--- config.mk ---
export PLATFORM = sky130hd
export DESIGN_NAME = par_port_unit
export DESIGN_NICKNAME = d
export VERILOG_FILES = /design/src/rtl/par_port_pkg.sv /design/src/rtl/par_port_ctrl.sv /design/src/rtl/par_port_dp.sv /design/src/rtl/par_port_unit.sv
export SDC_FILE = /design/constraint.sdc
export NUM_CORES = 1
export LEC_CHECK = 0
export BUFFER_PORTS_ARGS = -buffer_cell sky130_fd_sc_hd__buf_4
export CAP_MARGIN = 25
export CORE_MARGIN = 4
export CORE_UTILIZATION = 45
export CTS_CLUSTER_SIZE = 12
export DETAILED_ROUTE_END_ITERATION = 6
export GPL_TIMING_DRIVEN = 0
export HOLD_SLACK_MARGIN = 0.06
export PLACE_DENSITY = 0.74
export SYNTH_ARGS = -nofsm -noshare
export SYNTH_HDL_FRONTEND = slang
export SYNTH_SLANG_ARGS = --single-unit
--- constraint.sdc ---
create_clock -name clk -period 3.7 [get_ports clk]
set_clock_uncertainty 0.2 [all_clocks]
set_input_delay 0 -clock clk [delete_from_list [all_inputs] [get_ports clk]]
set_output_delay 0 -clock clk [all_outputs]
set_load 0.02 [all_outputs]
--- src/rtl/par_port_pkg.sv ---
package par_port_pkg;
  parameter int PORT_W = 8;
  localparam int HALF_W = PORT_W / 2;
  localparam int IDX_W  = $clog2(PORT_W);

  typedef struct packed {
    logic              wrA;
    logic              wrB;
    logic              wrC;
    logic              cfgWr;
    logic              bitWr;
    logic [PORT_W-1:0] wData;
  } strobe_t;

  typedef struct packed {
    logic inA;
    logic inB;
    logic inCHi;
    logic inCLo;
  } dir_t;
endpackage

--- src/rtl/par_port_ctrl.sv ---
module par_port_ctrl
  import par_port_pkg::*;
#(
  parameter logic [PORT_W-1:0] RST_CMD = 8'h9B
) (
  input  logic              clk,
  input  logic              rstN,
  input  logic              cs,
  input  logic [1:0]        addr,
  input  logic              wrEn,
  input  logic [PORT_W-1:0] wrData,
  output strobe_t           strb,
  output dir_t              dir,
  output logic              modeUnsupported
);
  localparam logic [1:0] CMD_ADDR = 2'd3;

  logic selWr;
  logic askHandshake;

  always_comb begin
    selWr        = cs & wrEn;
    strb.wrA     = selWr && (addr == 2'd0);
    strb.wrB     = selWr && (addr == 2'd1);
    strb.wrC     = selWr && (addr == 2'd2);
    strb.cfgWr   = selWr && (addr == CMD_ADDR) && wrData[7];
    strb.bitWr   = selWr && (addr == CMD_ADDR) && !wrData[7];
    strb.wData   = wrData;
    askHandshake = wrData[2] | (wrData[6:5] != 2'b00);
  end

  always_ff @(posedge clk or negedge rstN) begin
    if (!rstN) begin
      dir <= '{inA: RST_CMD[4], inB: RST_CMD[1], inCHi: RST_CMD[3], inCLo: RST_CMD[0]};
      modeUnsupported <= 1'b0;
    end else if (strb.cfgWr) begin
      dir <= '{inA: wrData[4], inB: wrData[1], inCHi: wrData[3], inCLo: wrData[0]};
      if (askHandshake) modeUnsupported <= 1'b1;
    end
  end


  dir_load_chk: assert property (@(posedge clk) disable iff (!rstN)
    strb.cfgWr |=> (dir.inA == $past(wrData[4]) && dir.inB == $past(wrData[1]) &&
                    dir.inCHi == $past(wrData[3]) && dir.inCLo == $past(wrData[0])));

  sticky_flag_chk: assert property (@(posedge clk) disable iff (!rstN)
    modeUnsupported |=> modeUnsupported);

  no_select_chk: assert property (@(posedge clk) disable iff (!rstN)
    !cs |-> !(strb.wrA | strb.wrB | strb.wrC | strb.cfgWr | strb.bitWr));
endmodule

--- src/rtl/par_port_dp.sv ---
module par_port_dp
  import par_port_pkg::*;
(
  input  logic              clk,
  input  logic              rstN,
  input  strobe_t           strb,
  input  dir_t              dir,
  input  logic              rdSel,
  input  logic [1:0]        addr,
  input  logic [PORT_W-1:0] portAIn,
  input  logic [PORT_W-1:0] portBIn,
  input  logic [PORT_W-1:0] portCIn,
  output logic [PORT_W-1:0] rdData,
  output logic [PORT_W-1:0] portAOut,
  output logic [PORT_W-1:0] portAOe,
  output logic [PORT_W-1:0] portBOut,
  output logic [PORT_W-1:0] portBOe,
  output logic [PORT_W-1:0] portCOut,
  output logic [PORT_W-1:0] portCOe
);
  logic [PORT_W-1:0] latA, latB, latC;
  logic [PORT_W-1:0] viewA, viewB, viewC;
  logic [IDX_W-1:0]  bitIdx;

  assign bitIdx = strb.wData[IDX_W:1];

  always_ff @(posedge clk or negedge rstN) begin
    if (!rstN) begin
      latA <= '1;
      latB <= '1;
      latC <= '1;
    end else if (strb.cfgWr) begin
      latA <= '0;
      latB <= '0;
      latC <= '0;
    end else begin
      if (strb.wrA) latA <= strb.wData;
      if (strb.wrB) latB <= strb.wData;
      if (strb.wrC) latC <= strb.wData;
      else if (strb.bitWr) latC[bitIdx] <= strb.wData[0];
    end
  end

  always_comb begin
    viewA = dir.inA ? portAIn : latA;
    viewB = dir.inB ? portBIn : latB;
    viewC[PORT_W-1:HALF_W] = dir.inCHi ? portCIn[PORT_W-1:HALF_W] : latC[PORT_W-1:HALF_W];
    viewC[HALF_W-1:0]      = dir.inCLo ? portCIn[HALF_W-1:0] : latC[HALF_W-1:0];
    rdData = '0;
    if (rdSel) begin
      unique case (addr)
        2'd0:    rdData = viewA;
        2'd1:    rdData = viewB;
        2'd2:    rdData = viewC;
        default: rdData = '1;
      endcase
    end
  end

  assign portAOut = latA;
  assign portBOut = latB;
  assign portCOut = latC;
  assign portAOe  = {PORT_W{~dir.inA}};
  assign portBOe  = {PORT_W{~dir.inB}};
  assign portCOe  = {{HALF_W{~dir.inCHi}}, {HALF_W{~dir.inCLo}}};


  cfg_clear_chk: assert property (@(posedge clk) disable iff (!rstN)
    strb.cfgWr |=> (latA == '0 && latB == '0 && latC == '0));

  bit_cmd_chk: assert property (@(posedge clk) disable iff (!rstN)
    strb.bitWr |=> (latC[$past(bitIdx)] == $past(strb.wData[0])));

  cmd_read_chk: assert property (@(posedge clk) disable iff (!rstN)
    (rdSel && addr == 2'd3) |-> (rdData == '1));

  a_store_chk: assert property (@(posedge clk) disable iff (!rstN)
    (strb.wrA && !strb.cfgWr) |=> (latA == $past(strb.wData)));
endmodule

--- src/rtl/par_port_unit.sv ---
module par_port_unit
  import par_port_pkg::*;
(
  input  logic              clk,
  input  logic              rstN,
  input  logic              cs,
  input  logic [1:0]        addr,
  input  logic              wrEn,
  input  logic              rdEn,
  input  logic [PORT_W-1:0] wrData,
  output logic [PORT_W-1:0] rdData,
  input  logic [PORT_W-1:0] portAIn,
  output logic [PORT_W-1:0] portAOut,
  output logic [PORT_W-1:0] portAOe,
  input  logic [PORT_W-1:0] portBIn,
  output logic [PORT_W-1:0] portBOut,
  output logic [PORT_W-1:0] portBOe,
  input  logic [PORT_W-1:0] portCIn,
  output logic [PORT_W-1:0] portCOut,
  output logic [PORT_W-1:0] portCOe,
  output logic              modeUnsupported
);
  strobe_t strb;
  dir_t    dir;
  logic    rdSel;

  assign rdSel = cs & rdEn;

  par_port_ctrl u_ctrl (
    .clk(clk), .rstN(rstN), .cs(cs), .addr(addr), .wrEn(wrEn), .wrData(wrData),
    .strb(strb), .dir(dir), .modeUnsupported(modeUnsupported)
  );

  par_port_dp u_dp (
    .clk(clk), .rstN(rstN), .strb(strb), .dir(dir), .rdSel(rdSel), .addr(addr),
    .portAIn(portAIn), .portBIn(portBIn), .portCIn(portCIn), .rdData(rdData),
    .portAOut(portAOut), .portAOe(portAOe), .portBOut(portBOut), .portBOe(portBOe),
    .portCOut(portCOut), .portCOe(portCOe)
  );
endmodule

## Yosys cells after proc, flatten, opt, wreduce, memory -nomap -nowiden

Index checks and enable logic that the tools add are counted.

- Input bits: 39
- Flip-flop bits (word level): 29

- Muxes and demuxes: 16
- $lt $le $gt $ge: 2
- Equality and inequality tests: 3
- Bitwise operators: 7
- Reductions and logical operators: 14

Operators by type and width:

| operator | count |
|---|---|
| two-way mux 8 bit | 10 |
| case mux 8 bit (3 select lines) | 1 |
| bitwise mux 8 bit | 1 |
| two-way mux 4 bit | 2 |
| logical AND 1 bit | 7 |
| nonzero test 2 bit | 3 |
| equality test 2 bit (second input constant) | 2 |
| less-than comparator 3 x 4 -> 1 bit (second input constant) | 1 |
| NOT 1 bit | 4 |
| demux 1 bit (select 3 bit) | 1 |
| greater-or-equal comparator 3 x 1 -> 1 bit (second input constant) | 1 |
| nonzero test 3 bit | 1 |
| AND 1 bit | 2 |
| equality test 2 x 1 -> 1 bit (second input constant) | 1 |
| logical NOT 2 bit | 1 |
| AND reduction 2 bit | 1 |
| logical NOT 1 bit | 1 |
| two-way mux 1 bit | 1 |
| bitwise OR 1 bit | 1 |

## Longest topological paths before layout

Gate-level depths: netlist (run 1).

- Depth in word-level cells: 8
- Gate-level depth with buffers: 6

## By module

From an unflattened synthesis (run 1), not the netlist that was laid out.

- Cell total of the unflattened synthesis: 215
- Area, all modules: 2,098.3 µm²

Modules (own cells, without submodules):

| module | area an instance (µm²) | cells an instance | instances |
|---|---|---|---|
| par_port_dp | 1,765.4 | 186 | 1 |
| par_port_ctrl | 326.6 | 28 | 1 |
| par_port_unit | 6.3 | 1 | 1 |

## Worst setup path before layout (run 1)

No wires, ideal clock.

- Path kind: register to output
- Start point: register, netlist name u_ctrl.dir[0]
- End point: output rdData[0]
- Cell stages (with the launch flop): 5
- Required time: 3,500 ps
- Path slack: 2,026 ps
- Data arrival time: 1,474 ps
- Path buffers: 1
- Path through: dfstp_2 clkbuf_1 mux2i_1 mux2_2 a21oi_1

- Word-level cells in the longest chain between the ends: 3

Ends and longest elaborated chain:

| what | line | source |
|---|---|---|
| two-way mux 4 bit | par_port_dp.sv:48 | `viewC[HALF_W-1:0] = dir.inCLo ? portCIn[HALF_W-1:0] : latC[HALF_W-1:0];` |
| case mux 8 bit (3 select lines) | par_port_dp.sv:51 | `unique case (addr)` |
| two-way mux 8 bit | par_port_dp.sv:50 | `if (rdSel) begin` |
| end, declared | par_port_unit.sv:11 | `output logic [PORT_W-1:0] rdData,` |

No other way between the ends.

## Final worst setup path (run 1)

- Start point: register, netlist name u_ctrl.dir[0]
- End point: output rdData[1]

- Word-level cells in the longest chain between the ends: 3

Ends and longest elaborated chain:

| what | line |
|---|---|
| two-way mux 4 bit | par_port_dp.sv:48 |
| case mux 8 bit (3 select lines) | par_port_dp.sv:51 |
| two-way mux 8 bit | par_port_dp.sv:50 |

No other way between the ends.

==> results.md, run 1 <==
* CP max FO at 6
* Met3 WL at 519 µm
* Post_cts resized at 0
* First-pass GRT wire length at 10500 µm
* Vias in the first global route at 2079
* IO Port Bufs at 94
* CP delay by family, top: flip-flops
* Tightest Pin Transition at 612 ps
* CTS Buffer Depth at 2
* Worst slack at placement at 1890 ps
* Crit. End Element: output pin
* CTS tree: yes
* R2r startpoint: u_dp.portCOut[0]$_DFFE_PN1P_
* Top layer in use: met4
* CP startpoint kind: flop
* Layout Nets at 376
* Ant diodes at 0
* Arrival time worst endpoint at 1880 ps
* Worst reg2reg setup slack at 1920 ps
* Leak pwr at 1.45 nW
* Hold Vio Cnt, Final at 0
* Post-synthesis cell count at 221
* Max incr delay on CP at 510 ps
* Final Setup Violations at 0
* DR DRC count at 0
* Largest net degree at the start of global routing at 30
* Post-synthesis sequential area ratio at 36.3%
* Tcrit/Tclk final at 56.3%
* Detail Placement HPWL at 4840 µm
* Final TNS setup at 0 ps
* Fin area at 3120 µm²
* Share of layout cells above drive strength 1 at 55.0%
* Dpl cell area at 2860 µm²
* RSZ-0062 raised after global routing: false
* Num Clock Sinks at 29
* GRT Overall Usage at 22.0%
* Root Buffer: clkbuf_8
* Worst skew pair latency at 270 ps
* Most common cell after layout, fill and taps aside: buf_4
* Remaining Overflow, GRT at 0
* Slew Limit Fails at 0
* Met2 wire length at 3230 µm
* Wire length per cell at 16.5 µm
* CP Cell Sequence: clkbuf_1 > mux2i_1 > mux2_2 > a21oi_1 > buf_4
* Chip Width at 76.2 µm
* FP Rows at 24
* Vias/cell at 5.29
* Power Dens Cells at 479 nW/µm²
* Initial DRC count at 108
* Outcome: finished clean
* CP Launch Point: u_ctrl.dir[0]$_DFFE_PN1P_
* Post-synth top flop: dfstp_2
* Crit path time final at 2080 ps
* Synth Area per Inst at 9.47 µm²
* CP max stage cell: dfstp_2
* Fill count at 374
* Core ar. at 4410 µm²
* Most frequent cells in the layout: buf_4 (114), dfstp_2 (28), mux2i_1 (25), a21oi_1 (22), mux2_2 (18)
* Initial antenna violation count at 0
* Max-cap viol count at 0
* Post-Route WL at 6450 µm
* Normalized max-slew margin at 59.2%
* Mapped cell area at 2090 µm²
* Via count at 2063
* Ys Warns at 0
* H-tree depth at 2
* Synth unique cells at 39
* Ports at 96
* Final ANT Viol Nets at 0
* R2R depth at 4
* GPL Wtd Cong at 0.845
* Final worst slack at 1620 ps
* Router iterations before antenna repair at 4
* Area growth, synth to finish at 48.8%
* FF+latch count, synth at 29
* Metal-1 WL at 2630 µm
* Worst setup path endpoint: rdData[1]
* CP required at 3500 ps
* Reg2Reg Capture Point: u_dp.portCOut[0]$_DFFE_PN1P_
* Worst-path clk slew at 70 ps
* Die ar. at 5810 µm²
* Starting density of the core at 47.4%
* Type of the worst min-delay path: in2reg
* EDFF count, synth at 0
* Buf/Inv on CP at 2
* Max rail drop VDD at 249 µV
* Post-synth ARST share at 100%
* Syn_nets at 260
* Kind of critical path: reg2out
* Die Height at 76.2 µm
* Levels on crit path at 5
* Maximum clock rate at 480 MHz
* CTS buffer count at 5
[worst register-to-register path: stages, from the launching register on]
cell,delay (ps)
dfstp_2,560
o311a_1,170
a41oi_1,50
o22ai_1,180
dlygate4sd3_1,570
[Yosys cell counts, types with 2 or more instances]
cell type	count	area share (%)
nor3b_1	2	0.72
a32o_1	2	0.96
a2bb2oi_1	5	2.1
mux2i_1	25	12
nand2b_1	3	0.90
buf_2	8	1.9
nand2_1	17	3.0
inv_1	7	1.3
a21oi_2	3	1.3
o21ai_0	15	3.6
dfstp_2	28	35
clkbuf_1	5	0.90
o22ai_1	2	0.60
mux2_2	18	9.7
a21o_1	2	0.72
buf_4	20	7.2
a21oi_1	22	5.3
nor2_1	10	1.8
nand3b_1	3	1.1
nor2b_1	2	0.60
nand3_1	2	0.48
buf_6	3	1.6
[per-stage QoR]
stage	util (%)	power [mW]	hold WS [ps]	std cells
3_5_place_dp	64.9	1.19	-258	367
3_3_place_gp	64.9	1.18	-260	367
5_1_grt	70.6	1.57	80.3	390
6_report	70.6	1.49	75.8	390
2_1_floorplan	-	0.909	-496	221
4_1_cts	70.6	1.50	64.3	390
[power by group]
| group | total (mW) | switching (mW) | internal, mW |
|---|---|---|---|
| registers | 0.467 | 0.0463 | 0.421 |
| clock network | 0.288 | 0.120 | 0.168 |
| logic | 0.737 | 0.369 | 0.368 |
[worst min path at each step]
| stage | from | to | cells after the start |
|---|---|---|---|
| after detailed placement | rstN | u_ctrl.modeUnsupported$_DFFE_PN0P_ | 1 |
| after CTS | addr[0] | u_dp.portAOut[7]$_DFFE_PN1P_ | 5 |
| after global placement | rstN | u_ctrl.modeUnsupported$_DFFE_PN0P_ | 1 |
| after floorplan | rstN | u_ctrl.modeUnsupported$_DFFE_PN0P_ | 0 |
| final | addr[0] | u_dp.portAOut[7]$_DFFE_PN1P_ | 5 |
| after global routing | addr[0] | u_dp.portAOut[7]$_DFFE_PN1P_ | 5 |
[kinds of logic (layout without fill, tap and decap cells)]
family,Yosys count,after routing,share of synthesized area (%)
compound gates,55,55,16.2
buf+inv,45,162,13.3
flops,29,29,36.3
mux,43,43,21.6
simple gates,49,49,12.6
[routing by layer]
metal  vias to the layer above  GRT usage, %
li1                        997             -
met1                       969          27.0
met2                        89          37.9
met3                         8          6.38
met4                         0          4.72
met5                         -             0
[what timing repair did]
item | in CTS | in global routing
buffers inserted | 0 | 0
hold buffers | 15 | 0
hold endpoints to repair | 57 | 0
[registers in the layout (all words and copies together) (netlist names)]
register / count
u_ctrl.dir: 4
u_dp.portBOut: 8
u_dp.portAOut: 8
u_ctrl.modeUnsupported: 1
u_dp.portCOut: 8
[layout make-up]
| type | instances | area, µm² | share of cell area [%] |
|---|---|---|---|
| timing repair buffer | 109 | 856 | 27.5 |
| tap | 52 | 65.1 | 2.09 |
| sequential | 29 | 761 | 24.4 |
| clock buffer | 7 | 96.3 | 3.09 |
| buffer | 38 | 251 | 8.07 |
| clock inverter | 1 | 5.00 | 0.161 |
| multi-input combinational | 147 | 1050 | 33.9 |
| inverter | 7 | 26.3 | 0.843 |
Power figures use the tool's default switching activity.
==> inputs of run 2 (changes only) <==
==> constraint.sdc (replaced) <==
create_clock -name clk -period 2.15 [get_ports clk]
set_clock_uncertainty 0.2 [all_clocks]
set_input_delay 0 -clock clk [delete_from_list [all_inputs] [get_ports clk]]
set_output_delay 0 -clock clk [all_outputs]
set_load 0.02 [all_outputs]
==> run 2 against run 1 <==
  * Hold slack improved by 1.1 ps
  * Routed wire length hardly changed
  * Die area did not move
  * Critical path type unchanged
  * Critical endpoint is now rdData[4]
  * Largest power group unchanged
==> results.md, run 2 (synthesis gave the netlist of run 1 again) <==
* CTS buffer count at 5
* Layout Nets at 375
* Arrival time worst endpoint at 1830 ps
* Remaining Overflow, GRT at 0
* Worst skew pair latency at 280 ps
* CP Cell Sequence: clkbuf_1 > mux2i_1 > mux2_2 > a21oi_1 > buf_4
* Fin area at 3110 µm²
* Num Clock Sinks at 29
* CP startpoint kind: flop
* Tcrit/Tclk final at 94.5%
* Final Setup Violations at 0
* Worst-path clk slew at 60 ps
* Most frequent cells in the layout: buf_4 (114), dfstp_2 (28), mux2i_1 (25), a21oi_1 (22), mux2_2 (18)
* Ports at 96
* Post-Route WL at 6450 µm
* Vias/cell at 5.32
* GRT Overall Usage at 22.0%
* Worst setup path endpoint: rdData[4]
* Max incr delay on CP at 510 ps
* Wire length per cell at 16.6 µm
* Core ar. at 4410 µm²
* First-pass GRT wire length at 10500 µm
* FP Rows at 24
* GPL Wtd Cong at 0.845
* Met2 GRT Util at 37.9%
* Dpl cell area at 2860 µm²
* Root Buffer: clkbuf_8
* Die ar. at 5810 µm²
* CP max FO at 5
* Reg2Reg Capture Point: u_dp.portCOut[0]$_DFFE_PN1P_
* CP required at 1950 ps
* Final ANT Viol Nets at 0
* Largest net degree at the start of global routing at 30
* Max-cap viol count at 0
* Ant diodes at 0
* DR DRC count at 0
* Type of the worst min-delay path: in2reg
* GRT met1 Usage at 27.0%
* Tightest Pin Transition at 611 ps
* Post-CTS Repair Setup Buffers at 0
* Maximum clock rate at 492 MHz
* Via count at 2068
* Detail Placement HPWL at 4840 µm
* Normalized max-slew margin at 59.3%
* Starting density of the core at 47.4%
* Initial DRC count at 91
* H-tree depth at 2
* Crit. End Element: output pin
* Area growth, synth to finish at 48.7%
* Chip Width at 76.2 µm
* IO Port Bufs at 94
* CP delay by family, top: flip-flops
* CTS tree: yes
* Buf/Inv on CP at 2
* Final worst slack at 118 ps
* CTS Buffer Depth at 2
* GRT busiest layer: met2
* Levels on crit path at 5
* Max rail drop VDD at 433 µV
* CP max stage cell: dfstp_2
* Kind of critical path: reg2out
* Hold WS at 76.8 ps
* Vias in the first global route at 2079
* R2R depth at 4
* Crit path time final at 2030 ps
* Worst reg2reg setup slack at 370 ps
* R2r startpoint: u_dp.portCOut[0]$_DFFE_PN1P_
* RSZ-0062 raised after global routing: false
* Worst slack at placement at 340 ps
* Share of layout cells above drive strength 1 at 55.2%
* Initial antenna violation count at 0
* Router iterations before antenna repair at 4
* Met3 Usage GRT at 6.38%
* Most common cell after layout, fill and taps aside: buf_4
* Slew Limit Fails at 0
* Power Dens Cells at 824 nW/µm²
* Die Height at 76.2 µm
* Pwr Total at 2.56 mW
* CP Launch Point: u_ctrl.dir[1]$_DFFE_PN1P_
* Leak pwr at 1.44 nW
* Final TNS setup at 0 ps
* Outcome: finished clean
* Hold Vio Cnt, Final at 0
-- run 2: cell types whose count changed in the layout (fill, tap and decap cells not counted) --
cell	change
clkbuf_1	-1
-- run 2: routing by layer --
| layer | vias up | part of all wire [%] |
|---|---|---|
| li1 | 994 | - |
| met1 | 972 | 40 |
| met2 | 94 | 50 |
| met3 | 8 | 8.0 |
| met4 | 0 | 1.1 |
| met5 | - | 0 |
-- run 2: worst reg2reg max path, delay by kind of cell (launching register included) --
family                 cells  cell delay, ps
AO/OA/AOI/OAI              3             400
buffers and inverters      1             570
flip-flops                 1             560
-- run 2: final cells by class --
type / instances / area, µm²
well taps: 52 / 65.1
flip-flops and latches: 29 / 761
repair buffers: 109 / 856
fillers: 376 / 1300
inverters: 7 / 26.3
multi-input cells: 147 / 1050
clock inverters: 1 / 5.00
clock buffers: 7 / 96.3
plain buffers: 37 / 248
-- run 2: power breakdown --
group | leakage (nW) | internal, mW | switching (mW)
Sequential | 0.304 | 0.726 | 0.0901
Clock | 0.0542 | 0.289 | 0.205
Combinational | 1.09 | 0.632 | 0.623
Total | 1.44 | 1.65 | 0.918
-- run 2: repair_timing --
action / CTS / global route
resized for setup: 0 / 0
hold endpoints to repair: 57 / 0
hold buffers: 15 / 0
endpoints found under the setup margin: 0 / 2
-- run 2: worst min path at each step --
| stage | slack (ps) | startpoint | cells past startpoint | end |
|---|---|---|---|---|
| floorplan | -500 | rstN | 0 | u_ctrl.modeUnsupported$_DFFE_PN0P_ |
| global placement | -260 | rstN | 1 | u_ctrl.modeUnsupported$_DFFE_PN0P_ |
| detailed placement | -260 | rstN | 1 | u_ctrl.modeUnsupported$_DFFE_PN0P_ |
| CTS | 60 | addr[0] | 5 | u_dp.portAOut[7]$_DFFE_PN1P_ |
| global route | 80 | addr[0] | 5 | u_dp.portAOut[7]$_DFFE_PN1P_ |
| finish | 80 | addr[0] | 5 | u_dp.portAOut[7]$_DFFE_PN1P_ |
-- run 2: metrics by stage --
| step | instances | util, % |
|---|---|---|
| 6_report | 389 | 70.5 |
| 5_1_grt | 389 | 70.5 |
| 4_1_cts | 390 | 70.6 |
| 3_5_place_dp | 367 | 64.9 |
| 3_3_place_gp | 367 | 64.9 |
| 2_1_floorplan | 221 | - |
==> inputs of run 3 (changes only) <==
--- a/config.mk
+++ b/config.mk
@@ -5,15 +5,15 @@
 export SDC_FILE = /design/constraint.sdc
 export NUM_CORES = 1
 export LEC_CHECK = 0
-export BUFFER_PORTS_ARGS = -buffer_cell sky130_fd_sc_hd__buf_4
 export CAP_MARGIN = 25
 export CORE_MARGIN = 4
 export CORE_UTILIZATION = 45
 export CTS_CLUSTER_SIZE = 12
 export DETAILED_ROUTE_END_ITERATION = 6
+export DONT_BUFFER_PORTS = 1
 export GPL_TIMING_DRIVEN = 0
 export HOLD_SLACK_MARGIN = 0.06
-export PLACE_DENSITY = 0.74
+export PLACE_DENSITY = 0.57
 export SYNTH_ARGS = -nofsm -noshare
 export SYNTH_HDL_FRONTEND = slang
 export SYNTH_SLANG_ARGS = --single-unit
==> run 3 against run 2 <==
  * Sequential cell count unchanged
  * Cell area down 14%
  * Via count shrank 11%
  * Routed wire length down 2.0%
  * Utilization down 10 points
  * Hold slack improved by 20 ps
  * Die area stayed put
  * Combinational power fell by 32%
  * Total power shrank 7.6%
  * Non-clock buffer count decreased by 74
  * Clock-buffer cell count fell by 1
  * First-iteration DRC count rose by 2.2%
  * Critical path type unchanged
==> results.md, run 3 (synthesis gave the netlist of run 1 again) <==
* Outcome: finished clean
* CTS Buffer Depth at 2
* Detail Placement HPWL at 4440 µm
* Worst Hold Path EP: u_dp.portCOut[4]$_DFFE_PN1P_
* Leak pwr at 1.07 nW
* CP startpoint kind: flop
* FP Rows at 24
* Initial DRC count at 93
* Vias/cell at 5.84
* H-tree depth at 2
* Worst reg2reg setup slack at 300 ps
* CTS tree: yes
* GPL Wtd Cong at 0.778
* IO Port Bufs at 0
* RSZ-0062 raised after global routing: false
* Buf/Inv on CP at 1
* Worst skew pair latency at 270 ps
* Maximum clock rate at 485 MHz
* Final worst slack at 87.5 ps
* CP delay by family, top: flip-flops
* CP max stage cell: dfstp_2
* Hold WS at 96.6 ps
* WHS Path Cells at 4
* Wire length per cell at 20.1 µm
* Hold Vio Cnt, Final at 0
* Final ANT Viol Nets at 0
* Chip Width at 76.2 µm
* Area growth, synth to finish at 27.1%
* Remaining Overflow, GRT at 0
* Final Setup Violations at 0
* Most common cell after layout, fill and taps aside: dlygate4sd3_1
* First-pass GRT wire length at 10200 µm
* Ant diodes at 0
* Final TNS setup at 0 ps
* Initial antenna violation count at 0
* R2r startpoint: u_dp.portCOut[0]$_DFFE_PN1P_
* Most frequent cells in the layout: dlygate4sd3_1 (33), dfstp_2 (28), mux2i_1 (25), buf_4 (20), mux2_2 (18)
* Normalized max-slew margin at 50.1%
* Post-Route WL at 6320 µm
* Kind of critical path: reg2out
* DR DRC count at 0
* Max rail drop VDD at 479 µV
* Ports at 96
* Arrival time worst endpoint at 1860 ps
* Layout Nets at 301
* CP Cell Sequence: clkbuf_1 > mux2i_1 > mux2_2 > a21oi_2
* Core ar. at 4410 µm²
* Slew Limit Fails at 0
* Starting density of the core at 47.4%
* Max incr delay on CP at 510 ps
* Power Dens Cells at 890 nW/µm²
* Share of layout cells above drive strength 1 at 38.4%
* Crit path time final at 2060 ps
* CP max FO at 6
* Reg2Reg Capture Point: u_dp.portCOut[0]$_DFFE_PN1P_
* Tcrit/Tclk final at 95.9%
* Router iterations before antenna repair at 4
* Hold Startpoint: wrEn
* Tightest Pin Transition at 748 ps
* Largest net degree at the start of global routing at 30
* Worst-path clk slew at 60 ps
* Vias in the first global route at 1946
* Type of the worst min-delay path: in2reg
* Via count at 1839
* Num Clock Sinks at 29
* Post-CTS Repair Setup Buffers at 0
* CP required at 1950 ps
* Crit. End Element: output pin
* Die Height at 76.2 µm
* R2R depth at 4
* CTS buffer count at 5
* Worst slack at placement at 233 ps
* GRT Overall Usage at 21.8%
* Die ar. at 5810 µm²
* Root Buffer: clkbuf_8
* Max-cap viol count at 0
[run 3: worst max-delay path by stage]
stage / start / to / slack, ps / depth (start not counted)
after floorplan: u_ctrl.dir[0]$_DFFE_PN1P_ / rdData[0] / 480 / 4
after global placement: u_ctrl.dir[0]$_DFFE_PN1P_ / rdData[3] / 230 / 4
after detailed placement: u_ctrl.dir[0]$_DFFE_PN1P_ / rdData[2] / 230 / 4
after CTS: u_ctrl.dir[1]$_DFFE_PN1P_ / rdData[4] / 4 / 4
after global routing: u_ctrl.dir[0]$_DFFE_PN1P_ / rdData[2] / 2 / 4
final: u_ctrl.dir[0]$_DFFE_PN1P_ / rdData[2] / 90 / 4
[run 3: what timing repair did]
item / 4_1_cts / 5_1_grt
hold buffers: 35 / 0
endpoints found under the hold margin: 58 / 0
setup endpoints to repair: 6 / 4
resized for setup: 6 / 3
pin swaps: 0 / 1
[run 3: power breakdown]
| part | internal, mW | switching (mW) |
|---|---|---|
| registers | 0.731 | 0.202 |
| logic | 0.381 | 0.463 |
| clock network | 0.376 | 0.216 |
| total | 1.49 | 0.881 |
[run 3: cell type report]
class,count,area (µm²)
inverters,7,26.3
clock inverters,2,37.5
repair buffers,34,350
multi-input cells,147,1080
plain buffers,38,254
clock buffers,6,82.6
well taps,52,65.1
fillers,374,1750
flip-flops and latches,29,761
[run 3: layer usage]
metal	track usage, %	wire, µm
met1	28.1	2680
met2	34.3	3030
met3	7.80	537
met4	6.47	78
met5	0	0
[run 3: stage by stage]
| step | utilization [%] | power (mW) | instances | cell area, µm² |
|---|---|---|---|---|
| global route | 60.3 | 2.49 | 315 | 2660 |
| finish | 60.3 | 2.37 | 315 | 2660 |
| CTS | 60.3 | 2.38 | 316 | 2660 |
| floorplan | - | 1.56 | 221 | 2090 |
| detailed placement | 48.9 | 1.69 | 273 | 2160 |
| global placement | 48.9 | 1.68 | 273 | 2160 |
[run 3: worst reg2reg max path: stages (launching register included)]
cell and delay [ps]:
dfstp_2 630, o311a_1 190, a41oi_1 40, o22ai_1 160, dlygate4sd3_1 560
